===== src/rtl/sser_pkg.sv =====
// Shared field widths and the configuration record of the serializer.
// Assumes field sizes are fixed by the register layout the block serves.
package sser_pkg;
    localparam int DIV_W  = 4;
    localparam int BITS_W = 5;
    localparam int INTV_W = 7;
    localparam int DLY_W  = 2;

    typedef struct packed {
        logic [DIV_W-1:0]  div;
        logic [BITS_W-1:0] bits;
        logic [INTV_W-1:0] intv;
        logic [DLY_W-1:0]  dly;
        logic              wide;
        logic              alt;
    } sser_cfg_t;
endpackage


===== src/rtl/sser_timing.sv =====
// Bit-time divider, frame counter and configuration snapshot.
// Produces the serial clock, frame strobe, data window and shift strobe.
// Assumes the configuration record may change on any clock; it is only
// sampled on a frame boundary (every clock while stopped).
module sser_timing
    import sser_pkg::*;
(
    input  logic              clk,
    input  logic              rst_n,
    input  sser_cfg_t         cfg_in,
    output sser_cfg_t         cur_cfg,
    output logic              active,
    output logic              boundary,
    output logic [DIV_W-1:0]  phase,
    output logic [INTV_W-1:0] bitcnt,
    output logic              shift_en,
    output logic              data_en,
    output logic              sclk,
    output logic              fsync
);
    localparam int HALF_W = DIV_W + 1;

    logic bit_end;
    logic [HALF_W-1:0] half_pt;

    // End of the current bit time and of the current frame.
    always_comb begin
        bit_end  = (phase == cur_cfg.div);
        boundary = !active || (bit_end && (bitcnt == cur_cfg.intv - INTV_W'(1)));
    end

    // Phase and bit counters, snapshot of the configuration at frame starts.
    always_ff @(posedge clk) begin
        if (!rst_n) begin
            active  <= 1'b0;
            phase   <= '0;
            bitcnt  <= '0;
            cur_cfg <= '0;
        end else if (boundary) begin
            active  <= (cfg_in.intv != '0);
            cur_cfg <= cfg_in;
            phase   <= '0;
            bitcnt  <= '0;
        end else if (bit_end) begin
            phase   <= '0;
            bitcnt  <= bitcnt + INTV_W'(1);
        end else begin
            phase   <= phase + DIV_W'(1);
        end
    end

    // Decoded output timing from the counters.
    always_comb begin
        half_pt  = (HALF_W'(cur_cfg.div) + HALF_W'(1)) >> 1;
        sclk     = active && (HALF_W'(phase) >= half_pt);
        fsync    = active && (bitcnt == '0);
        data_en  = active && (bitcnt >= INTV_W'(cur_cfg.dly));
        shift_en = data_en && bit_end;
    end

    // A bit time advances one phase per clock until its last clock.
    assert_phase_step_R1: assert property (@(posedge clk) disable iff (!rst_n)
        (active && !bit_end && !boundary) |=> (phase == $past(phase) + DIV_W'(1)));

    // The last bit time of a frame is followed by a strobe bit time.
    assert_frame_wrap_R2: assert property (@(posedge clk) disable iff (!rst_n)
        (active && bit_end && (bitcnt == cur_cfg.intv - INTV_W'(1)) && (cfg_in.intv != '0))
        |=> fsync);

    // Starting with a zero frame length silences the clock and strobe.
    assert_idle_quiet_R3: assert property (@(posedge clk) disable iff (!rst_n)
        (boundary && (cfg_in.intv == '0)) |=> (!fsync && !sclk));

    // The configuration in use never moves inside a frame.
    assert_cfg_frozen_R10: assert property (@(posedge clk) disable iff (!rst_n)
        !boundary |=> $stable(cur_cfg));
endmodule


===== src/rtl/sser_lane_shift.sv =====
// Shift register for one component (I or Q). On load it left-justifies the
// low `len` bits of the sample; each shift moves out one group of lanes.
// Assumes len is between 1 and SAMPLE_W.
module sser_lane_shift #(
    parameter int SAMPLE_W = 18,
    parameter int LANES    = 4,
    parameter int LEN_W    = 5
) (
    input  logic                clk,
    input  logic                rst_n,
    input  logic                load,
    input  logic [SAMPLE_W-1:0] load_val,
    input  logic [LEN_W-1:0]    len,
    input  logic                shift,
    input  logic                wide,
    input  logic                en,
    output logic [LANES-1:0]    lanes
);
    localparam int NARROW = LANES / 2;
    localparam int SHW    = ((SAMPLE_W + LANES - 1) / LANES) * LANES;

    logic [SHW-1:0] sh;
    logic [SHW-1:0] aligned;

    // Left-justify the active bits; higher input bits fall off the top.
    always_comb begin
        aligned = SHW'(load_val) << (SHW - int'(len));
    end

    // Load at frame start, otherwise shift one group per bit time.
    always_ff @(posedge clk) begin
        if (!rst_n) begin
            sh <= '0;
        end else if (load) begin
            sh <= aligned;
        end else if (shift) begin
            sh <= wide ? (sh << LANES) : (sh << NARROW);
        end
    end

    // Lane k takes the k-th bit of the top group, so the top lane leads.
    for (genvar k = 0; k < LANES; k++) begin : g_lane
        if (k < NARROW) begin : g_both
            assign lanes[k] = en && (wide ? sh[SHW-LANES+k] : sh[SHW-NARROW+k]);
        end else begin : g_wide_only
            assign lanes[k] = en && wide && sh[SHW-LANES+k];
        end
    end

    // Once drained, the register only ever shifts in zero padding.
    assert_zero_fill_R6: assert property (@(posedge clk) disable iff (!rst_n)
        (shift && !load && (sh == '0)) |=> (sh == '0));
endmodule


===== src/rtl/sample_serializer.sv =====
// Top level: holds the latest sample, hands it to the I and Q shifters at
// each frame start and assembles the lane outputs. Assumes LANES is even.
module sample_serializer
    import sser_pkg::*;
#(
    parameter int SAMPLE_W = 18,
    parameter int LANES    = 4
) (
    input  logic                 clk,
    input  logic                 rst_n,
    input  logic                 samp_vld_i,
    input  logic [SAMPLE_W-1:0]  samp_i_i,
    input  logic [SAMPLE_W-1:0]  samp_q_i,
    input  logic [SAMPLE_W-1:0]  samp_q_nb_i,
    input  logic [DIV_W-1:0]     cfg_div_i,
    input  logic [BITS_W-1:0]    cfg_bits_i,
    input  logic [INTV_W-1:0]    cfg_intv_i,
    input  logic [DLY_W-1:0]     cfg_dly_i,
    input  logic                 cfg_wide_i,
    input  logic                 cfg_alt_i,
    output logic                 sclk_o,
    output logic                 fsync_o,
    output logic [2*LANES-1:0]   data_o
);
    localparam int LEN_W = $clog2(SAMPLE_W + 1);

    sser_cfg_t         cfg_in, cur_cfg;
    logic              active, boundary, shift_en, data_en, start, load;
    logic [DIV_W-1:0]  phase;
    logic [INTV_W-1:0] bitcnt;
    logic [SAMPLE_W-1:0] hold_i, hold_q, hold_qn;
    logic              pend;
    logic [LEN_W-1:0]  eff_len;
    logic [SAMPLE_W-1:0] comp_val [2];

    // Gather the configuration pins into one record.
    always_comb begin
        cfg_in = '{div: cfg_div_i, bits: cfg_bits_i, intv: cfg_intv_i,
                   dly: cfg_dly_i, wide: cfg_wide_i, alt: cfg_alt_i};
    end

    sser_timing u_timing (
        .clk      (clk),
        .rst_n    (rst_n),
        .cfg_in   (cfg_in),
        .cur_cfg  (cur_cfg),
        .active   (active),
        .boundary (boundary),
        .phase    (phase),
        .bitcnt   (bitcnt),
        .shift_en (shift_en),
        .data_en  (data_en),
        .sclk     (sclk_o),
        .fsync    (fsync_o)
    );

    // A real frame starts here; sample length is clamped to the port width.
    always_comb begin
        start = boundary && (cfg_intv_i != '0);
        load  = boundary;
        if (cfg_bits_i >= BITS_W'(SAMPLE_W - 1)) eff_len = LEN_W'(SAMPLE_W);
        else                                     eff_len = LEN_W'(cfg_bits_i) + LEN_W'(1);
    end

    // Keep the newest sample until a frame start consumes it.
    always_ff @(posedge clk) begin
        if (!rst_n) begin
            pend    <= 1'b0;
            hold_i  <= '0;
            hold_q  <= '0;
            hold_qn <= '0;
        end else if (samp_vld_i) begin
            pend    <= 1'b1;
            hold_i  <= samp_i_i;
            hold_q  <= samp_q_i;
            hold_qn <= samp_q_nb_i;
        end else if (start) begin
            pend    <= 1'b0;
        end
    end

    // Values handed to the shifters: zeros when nothing is pending.
    always_comb begin
        comp_val[0] = (start && pend) ? hold_i : '0;
        comp_val[1] = (start && pend) ? (cfg_alt_i ? hold_qn : hold_q) : '0;
    end

    for (genvar c = 0; c < 2; c++) begin : g_comp
        sser_lane_shift #(
            .SAMPLE_W (SAMPLE_W),
            .LANES    (LANES),
            .LEN_W    (LEN_W)
        ) u_shift (
            .clk      (clk),
            .rst_n    (rst_n),
            .load     (load),
            .load_val (comp_val[c]),
            .len      (eff_len),
            .shift    (shift_en),
            .wide     (cur_cfg.wide),
            .en       (data_en),
            .lanes    (data_o[c*LANES +: LANES])
        );
    end

    // Lanes hold their value for a whole bit time.
    assert_data_stable_R11: assert property (@(posedge clk) disable iff (!rst_n)
        (active && (phase != '0)) |-> $stable(data_o));

    // A frame start with no new arrival uses up the pending sample.
    assert_pend_used_R8: assert property (@(posedge clk) disable iff (!rst_n)
        (start && !samp_vld_i) |=> !pend);

    // Every arrival leaves a sample pending for the next frame.
    assert_arrival_held_R9: assert property (@(posedge clk) disable iff (!rst_n)
        samp_vld_i |=> pend);

    // Before the delay has elapsed no lane is driven.
    assert_pre_delay_zero_R4: assert property (@(posedge clk) disable iff (!rst_n)
        (bitcnt < INTV_W'(cur_cfg.dly)) |-> (data_o == '0));
endmodule


===== config.mk =====
export PLATFORM = sky130hd
export DESIGN_NAME = sample_serializer
export DESIGN_NICKNAME = d
export VERILOG_FILES = /design/src/rtl/sser_pkg.sv /design/src/rtl/sser_timing.sv /design/src/rtl/sser_lane_shift.sv /design/src/rtl/sample_serializer.sv
export SDC_FILE = /design/constraint.sdc
export NUM_CORES = 1
export LEC_CHECK = 0
export BUFFER_PORTS_ARGS = -buffer_cell sky130_fd_sc_hd__buf_2
export CAP_MARGIN = 40
export CORE_AREA = 2 2 166 168
export DETAILED_ROUTE_END_ITERATION = 12
export DIE_AREA = 0 0 168 170
export PLACE_DENSITY = 0.49
export SYNTH_ARGS = -nofsm -noshare
export SYNTH_HDL_FRONTEND = slang
export SYNTH_SLANG_ARGS = --single-unit

===== constraint.sdc =====
create_clock -name clk -period 9.95 [get_ports clk]
set_clock_uncertainty 0.15 [all_clocks]
set_input_delay 1.99 -clock clk [delete_from_list [all_inputs] [get_ports clk]]
set_output_delay 1.99 -clock clk [all_outputs]
set_load 0.02 [all_outputs]

# Word level (Yosys, flattened, before mapping)
# Index checks and enable logic that the tools add are counted.
# totals
regBits	121
output_inout_bits	10
# classes
n_eq_ne	2
bitwise	1
order_cmp	3
n_reduce_logical	24
addsub	6
n_mux	16
shift	2
# ops
cell	count
$mux W20	6
$shl A18 B32 Y20	2
$mux W18	3
$logic_and A1 B1 Y1	16
$add A7 B1 Y7 const B	1
$eq A7 B7 Y1	1
$ge A7 B2 Y1	1
$logic_not A7 Y1	1
$reduce_bool A7 Y1	1
$sub A7 B1 Y7 const B	1
$mux W1	6
$sub A5 B5 Y6 const A	1
$add A4 B1 Y5 const B	1
$add A5 B1 Y5 const B	1
$ge A5 B5 Y1 const B	1
$mux W5	1
$add A4 B1 Y4 const B	1
$eq A4 B4 Y1	1
$ge A4 B4 Y1	1
$reduce_bool A2 Y1	2
$reduce_or A3 Y1	1
$reduce_or A2 Y1	1
$logic_not A1 Y1	1
$logic_or A1 B1 Y1	1
$not A1 Y1	1

# Longest topological paths before layout
# depth
ltp_word	9
depth_mapped	17

# Cells and area by module
# From an unflattened synthesis, not the netlist that was laid out.
# unflattened
hier_cells	1049
hier_area_um2	9311.4
# by_module_without_submodules
mod	cells_per_inst	n_inst	area_each_um2
sser_lane_shift	267	2	2275.9
sample_serializer	256	1	2635.0
sser_timing	259	1	2124.5

# Worst setup path before layout
# OpenSTA, ideal clock, no wires.
# synth_path
path_type	input-to-reg
from	input port cfg_bits_i[1]
to	register g_comp[1].u_shift.sh[19]
path_buffers	5
path_stages	16
slack_ps	4409
arrival_time_ps	5322
setup_ps	70
path_cell_list	inv_1 ha_1 or4_4 buf_6 a21oi_4 inv_2 buf_4 ha_1 clkbuf_1 clkinv_1 clkbuf_1 buf_1 a21o_1 a2111oi_1 o22ai_1 a21oi_1
# synth_between
elab_chain_cells	5
word_cells_on_any_way	6
# synth_lines
item	line_no	source
from (decl)	sample_serializer.sv:16	input logic [BITS_W-1:0] cfg_bits_i,
$add A5 B1 Y5 or $ge A5 B5 Y1 (tied branches)	sample_serializer.sv:62, sample_serializer.sv:61	
$mux W5 (*)	sample_serializer.sv:61	if (cfg_bits_i >= BITS_W'(SAMPLE_W - 1)) eff_len = LEN_W'(SAMPLE_W);
$sub A5 B5 Y6 (*)	sser_lane_shift.sv:27	aligned = SHW'(load_val) << (SHW - int'(len));
$shl A18 B32 Y20 (*)	sser_lane_shift.sv:27	
$mux W20 (*)	sser_lane_shift.sv:34	end else if (load) begin
to (signal assigned)	sser_lane_shift.sv:35	sh <= aligned;
to (signal assigned)	sser_lane_shift.sv:37	sh <= wide ? (sh << LANES) : (sh << NARROW);
to (decl)	sser_lane_shift.sv:22	logic [SHW-1:0] sh;
# Mark *: on every way between the ends. The rest lies on a longest branch, timed or not.
# A chain may end at the register's enable or synchronous reset.

# Worst setup path in the final report
# layout_path
from	input port cfg_bits_i[0]
to	register g_comp[1].u_shift.sh[10]
# Same word-level chain as after synthesis.

==> flow_summary_export.csv <==
group,metric,value,unit
clocking,root_buffer,"clkbuf_16",
hold_path,hp-start,"u_timing.cur_cfg[3]",
timing,rsz0062_at_grt,"no",
floorplan,dieArea,28600,sq um
drt,drc_errors,0,
hold_path,hold_path_depth,2,
critical_path,reg2reg_slack,5.88,ns
clocking,clockBufferDepth,2,
drt,route.vias.total,7453,
hold_path,holdPathEnd,"u_timing.cur_cfg[3]",
yosys,yosys_warnings,0,
critical_path,cpMostUsedCell,"ha_1",
yosys,synth-main-ff-cell,"dfxtp_1",
cells_and_area,fillCellCount,2737,
cells_and_area,fin_nets,1128,
yosys,avgSynthCellArea,8.54,sq um
yosys,yosysMostFrequentCell,"dfxtp_1",
critical_path,crit_fanout,36,
timing,fin_crit,6.46,ns
yosys,seq_area_frac_synth,28.7,%
timing,setup_violations,0,
critical_path,r2r_start,"u_timing.cur_cfg[4]",
critical_path,crit_chain,"buf_2, ha_1, or4_4, a21oi_4, inv_2, ha_1, buf_4, clkinv_1, buf_16, o31a_1, or3_1, nor3_1, a221oi_1, nor2_1",
critical_path,slowest_delay,0.59,ns
clocking,cts.reportedPaths.clkPinSlew,0.06,ns
yosys,async_flop_share,0,%
clocking,cts_resized,0,
hold_path,holdCritPathClass,"register to register",
critical_path,reg2reg_to,"g_comp[1].u_shift.sh[16]",
clocking,cts_sinks,121,
yosys,netlist_area,8450,sq um
power,p_per_area,175,nW/um^2
global_routing,grt_pass1_wl,40.3,mm
global_routing,grt_usage,17.6,%
critical_path,path_class,"input pin to register",
cells_and_area,antenna_cells,0,
floorplan,coreArea,26700,sq um
yosys,yosys.area.top_type,"dfxtp_1",
global_routing,grt.overflow.total,0,
floorplan,die_h,170,um
clocking,cts_buffers,17,
timing,clock.fmax,155,MHz
cells_and_area,seqCellArea,2420,sq um
drt,viasPerCell,5.36,
critical_path,worst_setup_path_start_kind,"input pin",
status,status,"finished, final reports clean",
critical_path,critPathArrivalTime,6.66,ns
flow_run,drv_cap,0,
clocking,worstSkewPairLatency,0.43,ns
critical_path,required,10.16,ns
critical_path,slowest_stage,"or4_4",
yosys,synth_top_area_share,28.7,%
critical_path,worstSetupEndpointType,"register",
yosys,yosys-top-cells-area,"dfxtp_1 29%, mux2i_1 14%, nor2b_1 5.3%",
yosys,synthTopCellsByCount,"121 x dfxtp_1, 117 x mux2i_1, 80 x nand2_1",
drt,drt_iter0_markers,490,
yosys,ys_types,84,
drt,routed_wl,24.7,mm
clocking,cts_setup_buffers,0,
clocking,cts_tree,"done",
cells_and_area,drive_gt1_share,19.8,%
place,gp_congestion,0.848,
place,numPortBuffers,86,
yosys,ys_seq_elements,121,
timing,fin_crit_sh,64.9,%
place,placed_area,9200,sq um
place,dp_hpwl,17.8,mm
power,leakagePower,3.84,nW
floorplan,start_util,31.7,%
drt,drt-pass1-iter-count,6,
cells_and_area,multi_input_area,5640,sq um
clocking,cts_hold_repair.buffers,0,
floorplan,ioPinCount,87,
yosys,synth_edf_count,0,
timing,slew_violations,0,
yosys,synth_nets,1080,
global_routing,grt_max_degree,57,
timing,hold_viol_final,0,
global_routing,grt_pass1_vias,7117,
cells_and_area,area_delta_synth_final,15.9,%
floorplan,dieWidth,168,um
power,ir_drop,0.000109,V
cells_and_area,final_cell_area,9790,sq um
drt,wl_per_cell,17.8,um
yosys,syn_inst,989,
global_routing,grt_antenna_before_repair,0,
floorplan,row_count,60,
timing,tightest_slew,0.882,ns
timing,fin_setup_tns,0,ns
clocking,cts_htree_levels,4,
critical_path,rr_worst_depth,11,
drt,ant_nets,0,
timing,slew_headroom,40.7,%
## worst max-delay path, delay by kind of cell
kind	cells	cell delay, ns
buffers and inverters	5	1.72
AND/OR/NAND/NOR	4	1.30
AO/OA/AOI/OAI	3	0.83
adder cells (fa/ha/maj)	2	0.76
## layer usage
layer	share of wire, %	global-route usage, %	routed length, um	vias up
met5	0	0	0	-
met4	1.0	4.69	246	0
met3	4.0	3.00	983	21
met2	45	27.1	11000	180
met1	50	25.3	12400	3519
li1	-	-	-	3733
## cell families after synthesis
kind of cell               after synthesis  synth area share (%)
and+or+nand+nor                        344                  21.0
AOI/OAI and AO/OA                      235                  19.6
muxes                                  149                  20.5
DFF                                    121                  28.7
buffers and inverters                   94                  4.68
xor gates and xnor gates                32                  3.50
adders and majority gates               14                  2.07
## stage by stage
step                setup slack, ns  hold WS, ns  utilization (%)  cells  power [mW]
finish                         3.49        0.322             36.7   1391        1.71
global route                   3.11        0.348             36.7   1391        1.81
CTS                            3.48        0.327             36.7   1391        1.72
detailed placement             3.06        0.317             34.5   1359        1.09
global placement               2.70        0.309             34.1   1351        1.08
floorplan                      4.41        0.293                -    989       0.945
## power by group
group | leakage, nW | internal, mW | switching, mW
Combinational | 2.57 | 0.208 | 0.286
Sequential | 0.995 | 0.536 | 0.0522
Clock | 0.275 | 0.376 | 0.251
## sequential cells by signal (all words and copies together) (netlist names)
name,count
pend,1
hold_i,18
hold_qn,18
g_comp.u_shift.sh,40
u_timing.bitcnt,7
u_timing.cur_cfg,14
u_timing.active,1
u_timing.phase,4
hold_q,18
## worst max path at each step
| stage | to | startpoint | slack, ns | depth (start not counted) |
|---|---|---|---|---|
| 2_1_floorplan | g_comp[1].u_shift.sh[19] | cfg_bits_i[1] | 4.41 | 16 |
| 3_3_place_gp | g_comp[0].u_shift.sh[19] | cfg_bits_i[0] | 2.70 | 13 |
| 3_5_place_dp | g_comp[0].u_shift.sh[2] | cfg_bits_i[0] | 3.06 | 12 |
| 4_1_cts | g_comp[0].u_shift.sh[2] | cfg_bits_i[0] | 3.48 | 12 |
| 5_1_grt | g_comp[1].u_shift.sh[10] | cfg_bits_i[0] | 3.11 | 14 |
| 6_report | g_comp[1].u_shift.sh[10] | cfg_bits_i[0] | 3.49 | 14 |
## final cells by class
type	count	share of cell area, %
multi-input combinational	774	57.7
sequential	121	24.8
timing repair buffer	108	6.65
clock buffer	18	4.49
tap	341	4.36
clock inverter	14	1.51
inverter	15	0.575
## cells in the final DEF (no fill, tap or decap), types with 5 or more instances in the layout
cell type	netlist	routed
o221a_2	10	10
or2_2	10	10
nor3_1	39	39
xor2_1	18	18
clkbuf_16	0	17
mux4_2	17	17
a211oi_1	15	15
nor2_1	63	63
a21boi_0	15	15
a31oi_1	10	10
or3_1	9	9
xnor2_1	12	11
nor4_1	9	8
buf_2	13	88
nand2_1	80	80
dfxtp_1	121	120
o21a_1	6	6
nand2b_1	7	7
inv_1	13	13
nand3b_1	5	5
o22ai_1	15	15
clkinvlp_4	0	5
a21o_1	7	7
mux2i_1	117	117
nor3b_1	6	6
o211ai_1	9	9
nor2b_1	72	72
and3_1	6	6
mux2_2	14	14
ha_1	14	14
nand3_1	13	13
o21ai_0	43	43
a221oi_1	8	8
nand4_1	7	7
a21oi_1	49	49
buf_4	3	14
No activity file was read; power rests on OpenSTA's default activity.
